### src/rtl/rmw_pkg.sv
package rmw_pkg;
   typedef enum logic [1:0] {
      OP_ADD  = 2'd0,
      OP_XCHG = 2'd1,
      OP_CMPX = 2'd2
   } rmw_op_e;

   typedef enum logic [3:0] {
      ST_IDLE,
      ST_OWN,
      ST_BREQ,
      ST_RD0,
      ST_RD1,
      ST_CALC,
      ST_WR0,
      ST_WR1,
      ST_REL
   } rmw_state_e;
endpackage

### src/rtl/rmw_lane_map.sv
module rmw_lane_map #(
   parameter int LINE_BYTES = 64,
   parameter int DATA_W     = 64,
   localparam int LW    = LINE_BYTES * 8,
   localparam int OFF_W = $clog2(LINE_BYTES),
   localparam int DB    = DATA_W / 8
) (
   input  logic [LW-1:0]         lo_line,
   input  logic [LW-1:0]         hi_line,
   input  logic [OFF_W-1:0]      offset,
   input  logic [1:0]            size,
   input  logic [DATA_W-1:0]     new_val,
   output logic [DATA_W-1:0]     old_val,
   output logic [DATA_W-1:0]     bit_mask,
   output logic [LW-1:0]         wr_lo,
   output logic [LW-1:0]         wr_hi,
   output logic [LINE_BYTES-1:0] msk_lo,
   output logic [LINE_BYTES-1:0] msk_hi
);
   logic [DB-1:0]           byte_en;
   logic [OFF_W+2:0]        shamt;
   logic [2*LW-1:0]         window, shifted, wwin;
   logic [2*LINE_BYTES-1:0] wmask;

   // per-byte enables from the size code
   for (genvar b = 0; b < DB; b++) begin : g_byte
      assign byte_en[b]         = (32'(b) < (32'd1 << size));
      assign bit_mask[b*8 +: 8] = {8{byte_en[b]}};
   end

   assign shamt   = {offset, 3'b000};
   assign window  = {hi_line, lo_line};
   assign shifted = window >> shamt;
   assign old_val = shifted[DATA_W-1:0] & bit_mask;

   assign wwin  = {{(2*LW-DATA_W){1'b0}}, new_val & bit_mask} << shamt;
   assign wmask = {{(2*LINE_BYTES-DB){1'b0}}, byte_en} << offset;

   assign wr_lo  = wwin[LW-1:0];
   assign wr_hi  = wwin[2*LW-1:LW];
   assign msk_lo = wmask[LINE_BYTES-1:0];
   assign msk_hi = wmask[2*LINE_BYTES-1:LINE_BYTES];
endmodule

### src/rtl/rmw_alu.sv
module rmw_alu
   import rmw_pkg::*;
#(
   parameter int DATA_W = 64
) (
   input  rmw_op_e           op,
   input  logic [DATA_W-1:0] old_val,
   input  logic [DATA_W-1:0] operand,
   input  logic [DATA_W-1:0] compare,
   input  logic [DATA_W-1:0] bit_mask,
   output logic [DATA_W-1:0] new_val,
   output logic              success
);
   always_comb begin
      new_val = old_val;
      success = 1'b1;
      unique case (op)
         OP_ADD:  new_val = (old_val + operand) & bit_mask;
         OP_XCHG: new_val = operand & bit_mask;
         OP_CMPX: begin
            success = (old_val == (compare & bit_mask));
            new_val = operand & bit_mask;
         end
         default: new_val = old_val;
      endcase
   end
endmodule

### src/rtl/rmw_snoop_gate.sv
module rmw_snoop_gate #(
   parameter int LINE_AW   = 26,
   parameter bit STALL_ALL = 1'b0
) (
   input  logic               defer,
   input  logic [LINE_AW-1:0] lock_line,
   input  logic               two_lines,
   input  logic [LINE_AW-1:0] snp_line,
   output logic               snp_ready
);
   logic [LINE_AW-1:0] next_line;
   logic               hit;

   assign next_line = lock_line + LINE_AW'(1);

   if (STALL_ALL) begin : g_all
      assign hit = 1'b1;
   end else begin : g_match
      assign hit = (snp_line == lock_line) || (two_lines && (snp_line == next_line));
   end

   assign snp_ready = !(defer && hit);
endmodule

### src/rtl/rmw_lock_ctrl.sv
module rmw_lock_ctrl
   import rmw_pkg::*;
#(
   parameter int ADDR_W     = 32,
   parameter int LINE_BYTES = 64,
   parameter int DATA_W     = 64,
   parameter bit SNP_STALL_ALL = 1'b0,
   localparam int LW      = LINE_BYTES * 8,
   localparam int OFF_W   = $clog2(LINE_BYTES),
   localparam int LINE_AW = ADDR_W - OFF_W
) (
   input  logic                  clk,
   input  logic                  rst_n,
   input  logic                  req_valid,
   output logic                  req_ready,
   input  logic [ADDR_W-1:0]     req_addr,
   input  logic [1:0]            req_size,
   input  logic [1:0]            req_op,
   input  logic [DATA_W-1:0]     req_operand,
   input  logic [DATA_W-1:0]     req_compare,
   output logic                  rsp_valid,
   output logic [DATA_W-1:0]     rsp_old,
   output logic                  rsp_success,
   output logic                  l1_own_req,
   input  logic                  l1_own_gnt,
   output logic                  l1_req_valid,
   output logic                  l1_req_write,
   output logic [LINE_AW-1:0]    l1_line,
   output logic [LW-1:0]         l1_wdata,
   output logic [LINE_BYTES-1:0] l1_wmask,
   input  logic                  l1_ack,
   input  logic [LW-1:0]         l1_rdata,
   input  logic                  snp_valid,
   input  logic [LINE_AW-1:0]    snp_line,
   output logic                  snp_ready,
   output logic                  bus_lock_req,
   input  logic                  bus_lock_gnt,
   output logic                  lock_out,
   input  logic                  agent_req,
   output logic                  agent_gnt
);
   if ((LINE_BYTES & (LINE_BYTES - 1)) != 0 || LINE_BYTES < 16) begin : g_bad_line
      $error("LINE_BYTES must be a power of two of at least 16");
   end
   if (DATA_W != 8 && DATA_W != 16 && DATA_W != 32 && DATA_W != 64) begin : g_bad_data
      $error("DATA_W must be 8, 16, 32 or 64");
   end
   if (ADDR_W <= OFF_W) begin : g_bad_addr
      $error("ADDR_W too small for the line size");
   end

   rmw_state_e          state_q;
   logic [LINE_AW-1:0]  line_q;
   logic [OFF_W-1:0]    off_q;
   logic [1:0]          size_q;
   rmw_op_e             op_q;
   logic [DATA_W-1:0]   opnd_q, cmp_q, old_q, new_q;
   logic                cross_q, succ_q;
   logic [LW-1:0]       buf0_q, buf1_q;

   logic [DATA_W-1:0]   lane_old, lane_bits, alu_new;
   logic [LW-1:0]       wr_lo, wr_hi;
   logic [LINE_BYTES-1:0] msk_lo, msk_hi;
   logic                alu_succ, req_cross, in_lock, defer;
   logic [OFF_W:0]      end_pos;

   assign end_pos   = {1'b0, req_addr[OFF_W-1:0]} + ((OFF_W+1)'(1) << req_size);
   assign req_cross = end_pos > (OFF_W+1)'(LINE_BYTES);

   rmw_lane_map #(.LINE_BYTES(LINE_BYTES), .DATA_W(DATA_W)) u_lane (
      .lo_line(buf0_q), .hi_line(buf1_q), .offset(off_q), .size(size_q),
      .new_val(new_q), .old_val(lane_old), .bit_mask(lane_bits),
      .wr_lo(wr_lo), .wr_hi(wr_hi), .msk_lo(msk_lo), .msk_hi(msk_hi));

   rmw_alu #(.DATA_W(DATA_W)) u_alu (
      .op(op_q), .old_val(lane_old), .operand(opnd_q), .compare(cmp_q),
      .bit_mask(lane_bits), .new_val(alu_new), .success(alu_succ));

   assign in_lock = (state_q == ST_RD0) || (state_q == ST_RD1) || (state_q == ST_CALC) ||
                    (state_q == ST_WR0) || (state_q == ST_WR1);
   assign defer   = in_lock;

   rmw_snoop_gate #(.LINE_AW(LINE_AW), .STALL_ALL(SNP_STALL_ALL)) u_snoop (
      .defer(defer), .lock_line(line_q), .two_lines(cross_q),
      .snp_line(snp_line), .snp_ready(snp_ready));

   always_ff @(posedge clk or negedge rst_n) begin
      if (!rst_n) begin
         state_q <= ST_IDLE;
         line_q  <= '0;
         off_q   <= '0;
         size_q  <= '0;
         op_q    <= OP_ADD;
         opnd_q  <= '0;
         cmp_q   <= '0;
         old_q   <= '0;
         new_q   <= '0;
         cross_q <= 1'b0;
         succ_q  <= 1'b0;
         buf0_q  <= '0;
         buf1_q  <= '0;
      end else begin
         unique case (state_q)
            ST_IDLE: if (req_valid) begin
               line_q  <= req_addr[ADDR_W-1:OFF_W];
               off_q   <= req_addr[OFF_W-1:0];
               size_q  <= req_size;
               op_q    <= rmw_op_e'(req_op);
               opnd_q  <= req_operand;
               cmp_q   <= req_compare;
               cross_q <= req_cross;
               state_q <= req_cross ? ST_BREQ : ST_OWN;
            end
            ST_OWN:  if (l1_own_gnt) state_q <= ST_RD0;
            ST_BREQ: if (bus_lock_gnt) state_q <= ST_RD0;
            ST_RD0: if (l1_ack) begin
               buf0_q  <= l1_rdata;
               state_q <= cross_q ? ST_RD1 : ST_CALC;
            end
            ST_RD1: if (l1_ack) begin
               buf1_q  <= l1_rdata;
               state_q <= ST_CALC;
            end
            ST_CALC: begin
               old_q   <= lane_old;
               new_q   <= alu_new;
               succ_q  <= alu_succ;
               state_q <= alu_succ ? ST_WR0 : ST_REL;
            end
            ST_WR0: if (l1_ack) state_q <= cross_q ? ST_WR1 : ST_REL;
            ST_WR1: if (l1_ack) state_q <= ST_REL;
            ST_REL:  state_q <= ST_IDLE;
            default: state_q <= ST_IDLE;
         endcase
      end
   end

   assign req_ready    = (state_q == ST_IDLE);
   assign rsp_valid    = (state_q == ST_REL);
   assign rsp_old      = old_q;
   assign rsp_success  = succ_q;
   assign l1_own_req   = (state_q == ST_OWN);
   assign l1_req_valid = (state_q == ST_RD0) || (state_q == ST_RD1) ||
                         (state_q == ST_WR0) || (state_q == ST_WR1);
   assign l1_req_write = (state_q == ST_WR0) || (state_q == ST_WR1);
   assign l1_line      = ((state_q == ST_RD1) || (state_q == ST_WR1)) ?
                         line_q + LINE_AW'(1) : line_q;
   assign l1_wdata     = (state_q == ST_WR1) ? wr_hi : wr_lo;
   assign l1_wmask     = (state_q == ST_WR1) ? msk_hi : msk_lo;
   assign bus_lock_req = cross_q && (in_lock || state_q == ST_BREQ);
   assign lock_out     = cross_q && in_lock;
   assign agent_gnt    = agent_req && !lock_out;

   // one request outstanding
   assert_one_outstanding_R1: assert property (@(posedge clk) disable iff (!rst_n)
      req_valid && req_ready |=> !req_ready);
   // single-line path never touches the bus lock
   assert_own_without_lock_R2: assert property (@(posedge clk) disable iff (!rst_n)
      l1_own_req |-> !lock_out && !bus_lock_req);
   // LOCK only under a grant
   assert_lock_granted_R3: assert property (@(posedge clk) disable iff (!rst_n)
      lock_out |-> bus_lock_gnt);
   // LOCK drops only after the final write ack or a failed compare
   assert_lock_release_R4: assert property (@(posedge clk) disable iff (!rst_n)
      $fell(lock_out) |-> $past(l1_ack && l1_req_write) || $past(state_q == ST_CALC));
   // snoops to the locked line wait while the line port is active
   assert_snoop_stall_R6: assert property (@(posedge clk) disable iff (!rst_n)
      l1_req_valid && snp_valid && (snp_line == line_q) |-> !snp_ready);
   // no store after a failed compare
   assert_no_write_on_miss_R9: assert property (@(posedge clk) disable iff (!rst_n)
      l1_req_write |-> succ_q);
   // response is a pulse followed by idle
   assert_rsp_pulse_R11: assert property (@(posedge clk) disable iff (!rst_n)
      rsp_valid |=> !rsp_valid && req_ready);
endmodule

### config.mk
export PLATFORM = sky130hd
export DESIGN_NAME = rmw_lock_ctrl
export DESIGN_NICKNAME = d
export VERILOG_FILES = /design/src/rtl/rmw_pkg.sv /design/src/rtl/rmw_lane_map.sv /design/src/rtl/rmw_alu.sv /design/src/rtl/rmw_snoop_gate.sv /design/src/rtl/rmw_lock_ctrl.sv
export SDC_FILE = /design/constraint.sdc
export NUM_CORES = 2
export LEC_CHECK = 0
export ABC_CLOCK_PERIOD_IN_PS = 13700
export BUFFER_PORTS_ARGS = -buffer_cell sky130_fd_sc_hd__buf_2
export CELL_PAD_IN_SITES_DETAIL_PLACEMENT = 0
export CELL_PAD_IN_SITES_GLOBAL_PLACEMENT = 2
export CORE_AREA = 2 2 541 543
export DETAILED_ROUTE_END_ITERATION = 7
export DIE_AREA = 0 0 543 545
export PLACE_DENSITY_LB_ADDON = 0.05
export SYNTH_ARGS = -nofsm -noshare
export SYNTH_HDL_FRONTEND = slang
export SYNTH_HIERARCHICAL = 1
export SYNTH_SLANG_ARGS = --single-unit
### constraint.sdc
create_clock -name clk -period 13.7 [get_ports clk]
set_input_delay 2.74 -clock clk [delete_from_list [all_inputs] [get_ports clk]]
set_output_delay 2.74 -clock clk [all_outputs]
set_load 0.03 [all_outputs]
==> Yosys cells after proc, flatten, opt, wreduce, memory -nomap -nowiden <==
Cells that the tools add are included.
{ "totals": {"ff_bits": 1322, "in_bits": 710, "out_inout_bits": 676, "word_cells": 96} }
{ "op_classes": {"add_sub_neg": 3, "n_lt_le_gt_ge": 9, "n_eq_ne": 20, "shift": 5, "muxes": 17, "bitwise": 5, "reduce_logical": 24} }
{ "ops": {"columns": ["cell", "n"], "rows": [
  ["$shl A64 B9 Y1024", 1],
  ["$shr A1024 B9 Y64", 1],
  ["$mux W512", 1],
  ["$and A64 B64 Y64", 5],
  ["$lt A3 B32 Y1 const A", 4],
  ["$pmux W64 S2", 1],
  ["$shl A8 B6 Y128", 1],
  ["$add A64 B64 Y64", 1],
  ["$eq A64 B64 Y1", 1],
  ["$lt A1 B32 Y1 const A", 2],
  ["$lt A2 B32 Y1 const A", 2],
  ["$mux W64", 1],
  ["$eq A26 B26 Y1", 2],
  ["$mux W4", 9],
  ["$pmux W4 S8", 1],
  ["$shl A1 B2 Y32 const A", 1],
  ["$add A26 B1 Y26 const B", 1],
  ["$mux W26", 1],
  ["$eq A4 B3 Y1 const B", 4],
  ["$ne A2 B2 Y1 const B", 6],
  ["$logic_or A1 B1 Y1", 10],
  ["$eq A4 B2 Y1 const B", 2],
  ["$add A6 B7 Y7", 1],
  ["$gt A7 B7 Y1 const B", 1],
  ["15 further kinds", 23]
]} }

==> Longest topological paths before layout <==
{ "logic_depth": {"word_depth": 8, "mapped_depth": 26, "depth_no_buf": 20} }

==> Hierarchy <==
Netlist, hierarchy kept.
{ "modules_own_cells": {"columns": ["mod", "n_inst", "cells_per_inst", "area_each_um2", "seq_area_each_um2"], "rows": [
  ["rmw_lock_ctrl", 1, 3923, 56601.8, 33081.7],
  ["rmw_lane_map", 1, 4682, 37596.1, 0.0],
  ["rmw_alu", 1, 976, 6234.7, 0.0],
  ["rmw_snoop_gate", 1, 148, 1026.0, 0.0]
]} }

==> Worst setup path after synthesis <==
No wires, ideal clock.
{ "synth_path": {"kind": "input -> output", "from": "input port snp_line[16]", "to": "output port snp_ready", "arrival_time_ps": 4098, "required_ps": 10960, "path_slack_ps": 6862, "cell_stages": 7, "n_path_buf": 0, "path_cell_list": "xnor2_1 -> a311oi_1 -> a32oi_1 -> o22ai_1 -> o2111ai_1 -> a2111oi_2 -> a31oi_1"} }
{ "synth_between": {"elab_chain_cells": 5, "elab_cells_between_ends": 6, "classes_between": "eq/ne: 2; reduce/logical: 4"} }
{ "synth_rtl": {"columns": ["item", "line_no", "rtl"], "rows": [
  ["start: declaration", "rmw_lock_ctrl.sv:34", "input logic [LINE_AW-1:0] snp_line,"],
  ["$eq A26 B26 Y1", "rmw_snoop_gate.sv:19", "assign hit = (snp_line == lock_line) || (two_lines && (snp_line == next_line));"],
  ["$logic_and A1 B1 Y1", "rmw_snoop_gate.sv:19", null],
  ["$logic_or A1 B1 Y1 *", "rmw_snoop_gate.sv:19", null],
  ["$logic_and A1 B1 Y1 *", "rmw_snoop_gate.sv:22", "assign snp_ready = !(defer && hit);"],
  ["$logic_not A1 Y1 *", "rmw_snoop_gate.sv:22", null],
  ["end: declaration", "rmw_lock_ctrl.sv:35", "output logic snp_ready,"]
]} }
Mark *: on every way between the ends. The rest lies on a longest branch, timed or not.

==> Worst setup path in the final report <==
{ "layout_path": {"from": "register off_q[3]", "to": "register new_q[58]"} }
{ "layout_between": {"elab_chain_cells": 5} }
{ "layout_rtl": {"columns": ["item", "line_no", "rtl"], "rows": [
  ["start: declaration", "rmw_lock_ctrl.sv:54", "logic [OFF_W-1:0] off_q;"],
  ["start signal: assignment", "rmw_lock_ctrl.sv:106", "off_q <= req_addr[OFF_W-1:0];"],
  ["$shr A1024 B9 Y64", "rmw_lane_map.sv:33", "assign shifted = window >> shamt;"],
  ["$and A64 B64 Y64", "rmw_lane_map.sv:34", "assign old_val = shifted[DATA_W-1:0] & bit_mask;"],
  ["via lane_old[1]", "rmw_lock_ctrl.sv:61", "logic [DATA_W-1:0] lane_old, lane_bits, alu_new;"],
  ["$add A64 B64 Y64", "rmw_alu.sv:18", "OP_ADD: new_val = (old_val + operand) & bit_mask;"],
  ["$and A64 B64 Y64", "rmw_alu.sv:18", null],
  ["$pmux W64 S2", "rmw_alu.sv:17", "unique case (op)"],
  ["via alu_new[58]", "rmw_lock_ctrl.sv:61", null],
  ["end signal: assignment", "rmw_lock_ctrl.sv:126", "new_q <= alu_new;"],
  ["end: declaration", "rmw_lock_ctrl.sv:57", "logic [DATA_W-1:0] opnd_q, cmp_q, old_q, new_q;"]
]} }
The timed path passes the listed nets, and every way through them passes these cells.
A chain may end at the register's enable or synchronous reset.

==> results.yml <==
critical_path:
  reg2reg_to: "new_q[58]"
  required_ns: 14.39
  r2r_setup_slack_ns: 4.64
  startpoint: "off_q[3]"
  worstPathMaxFanout: 48
  r2r-start: "off_q[3]"
  data_arrival_time_of_the_critical_path_ns: 9.74
  timing.critical_path.from_type: "flip-flop"
  worstSetupEndpointType: "flip-flop"
  worstRegToRegCells: 20
  crit_path_end: "new_q[58]"
  setup.worst_path.class: "reg2reg"
outcome:
  violations: "capacitance limit"
  run_status: "finished with violations"
sta:
  hold_viol_final: 0
  fin_crit_sh: 0.661
  final.setup_skew_ns: 0.0664
  worst_slew_pin_slew_ns: 1.42
  grt_setup_unrepaired: "false"
  fin_setup_tns_ns: 0
  timing.final.crit_period_ns: 9.06
  finalWorstSetupSlack_ns: 4.64
  timing.fmax_mhz: 110
  final_max_slew_viol_count: 0
  timing.max_slew.rel_slack: 0.0284
  setup_violators_final: 0
finish:
  area_growth_pct: 14.0
  final_nets: 10500
  ratio_of_cells_with_drive_above_1_in_the_final_layout: 0.393
  layout.filler_cells: 30600
  final_core_util: 0.333
  multi_input_comb_area_um2: 56800
  ff_latch_area_um2: 21700
  mostFrequentLayoutCells: "sky130_fd_sc_hd__mux2_2 (1394), sky130_fd_sc_hd__buf_2 (1383), sky130_fd_sc_hd__nand2_1 (1179)"
  final_common_cell: "sky130_fd_sc_hd__mux2_2"
yosys:
  post_synthesis_instance_area_um2: 84700
  synth_area_per_cell_um2: 9.65
  post_synthesis_cell_count: 8769
  yosys_warnings: 6
place:
  place_hpwl_um: 426000
  port_buffers: 1384
  place_worst_setup_slack_ns: 4.98
  finalWeightedCongestion: 0.954
floorplanning:
  boundary_pin_count: 1386
  die_x_um: 543
  floorplan.rows: 198
  die-height_um: 545
  placeableCoreArea_um2: 290000
  initial_cell_density_of_the_core: 0.292
  dieArea_um2: 296000
clocking:
  clkSinkCount: 866
  tritoncts_clock_tree: "done"
  clkLatencyLatePin_ns: 0.80
  cts-hold-fix-buffers: 0
  cts_repair_resize_count: 0
  clk_transition_reported_paths_ns: 0.06
  post_cts.repair.setup_buffers: 0
  clock-root-buffer: "sky130_fd_sc_hd__clkbuf_16"
  cts-htree-levels: 3
  clock_path_buffers: 3
  cts_made_buffers: 105
grt:
  grt_pass1_wl_um: 699000
  grt_max_degree: 176
  vias_in_the_first_global_route: 75400
  antenna_found_initial: 150
  grt_remaining_overflow: 0
  grt_usage: 0.346
power:
  power.ir.vdd_worst_mv: 0.138
  p_comb_frac: 0.654
  power.density_nw_per_um2: 298
  power.switching_fraction: 0.561
  total_power_mw: 28.8
  power_report.internal_total_mw: 12.6
  switching_power_mw: 16.1
  power.share.clock: 0.105
  static-leakage-power_nw: 42.8
  pwr-share-seq: 0.241
drt:
  detail_route.wirelength_um: 532000
  drt_iter0_markers: 9608
  route.detailed.vias_per_inst: 5.73
  drt-pass1-iter-count: 6
  dr_total_vias: 78900
  routed_wire_length_per_instance_um: 38.6
  drc_errors: 0
  route.antenna.remaining_nets: 0
flow_run:
  max_cap_viol_count: 1
worst_hold_path:
  min-delay-path-class: "reg2reg"
[how the worst min path moves through the flow]
stage	start	endpoint	cells after the start
3_5_place_dp	cmp_q[10]	cmp_q[10]	2
3_3_place_gp	cmp_q[7]	cmp_q[7]	2
6_report	cmp_q[10]	cmp_q[10]	2
5_1_grt	cmp_q[24]	cmp_q[24]	2
2_1_floorplan	off_q[4]	off_q[4]	2
4_1_cts	cmp_q[10]	cmp_q[10]	2
[metrics by stage]
stage | hold slack [ns] | std cells | cell area [um^2]
3_5_place_dp | 0.464 | 13500 | 92600
2_1_floorplan | 0.440 | 9288 | 86600
3_3_place_gp | 0.465 | 13500 | 92600
6_report | 0.478 | 13800 | 96500
4_1_cts | 0.480 | 13700 | 96300
5_1_grt | 0.504 | 13700 | 96400
[worst max-delay path: stages, from the launching register on]
cell and delay, ns:
sky130_fd_sc_hd__dfrtp_4 0.78, sky130_fd_sc_hd__buf_4 0.70, sky130_fd_sc_hd__clkinv_2 0.88, sky130_fd_sc_hd__buf_4 0.69
sky130_fd_sc_hd__mux4_2 0.59, sky130_fd_sc_hd__a21oi_1 0.73, sky130_fd_sc_hd__mux2i_1 0.38, sky130_fd_sc_hd__buf_4 0.29
sky130_fd_sc_hd__fa_1 0.47, sky130_fd_sc_hd__a21o_1 0.21, sky130_fd_sc_hd__nand4_1 0.13, sky130_fd_sc_hd__a21oi_1 0.13
sky130_fd_sc_hd__o21a_1 0.25, sky130_fd_sc_hd__o21a_1 0.19, sky130_fd_sc_hd__o21a_1 0.24, sky130_fd_sc_hd__o2111ai_1 0.29
sky130_fd_sc_hd__a21o_1 0.33, sky130_fd_sc_hd__a31oi_1 0.15, sky130_fd_sc_hd__xnor2_1 0.14, sky130_fd_sc_hd__o21ai_0 0.88
sky130_fd_sc_hd__mux2_2 0.32
[flip-flops by register name, summed over array words and instances, names as in the netlist]
register / count
op_q: 2
size_q: 2
line_q: 26
cross_q: 1
cmp_q: 64
new_q: 64
opnd_q: 64
rsp_old: 64
buf1_q: 56
state_q: 4
off_q: 6
rsp_success: 1
buf0_q: 512
[power by group through the flow]
| stage | Combinational [mW] | Clock, mW | Sequential [mW] |
|---|---|---|---|
| final | 18.8 | 3.02 | 6.93 |
| after global routing | 19.5 | 3.18 | 6.96 |
| after CTS | 18.5 | 3.10 | 6.79 |
| after detailed placement | 18.4 | 0 | 6.82 |
| after global placement | 18.4 | 0 | 6.78 |
| after floorplan | 12.3 | 0 | 4.93 |
[layer usage]
metal,track usage,share of wire
met5,0.00406,0.00099
met4,0.140,0.045
met3,0.0862,0.088
met2,0.542,0.45
met1,0.453,0.42
[layout make-up]
cell class | instances | share of cell area
multi-input combinational | 7073 | 0.589
tap | 3900 | 0.0506
timing repair buffer | 1632 | 0.0939
clock buffer | 149 | 0.0319
inverter | 47 | 0.00200
antenna | 70 | 0.00182
clock inverter | 47 | 0.00620
sequential | 866 | 0.225
Power figures use the tool's default switching activity.
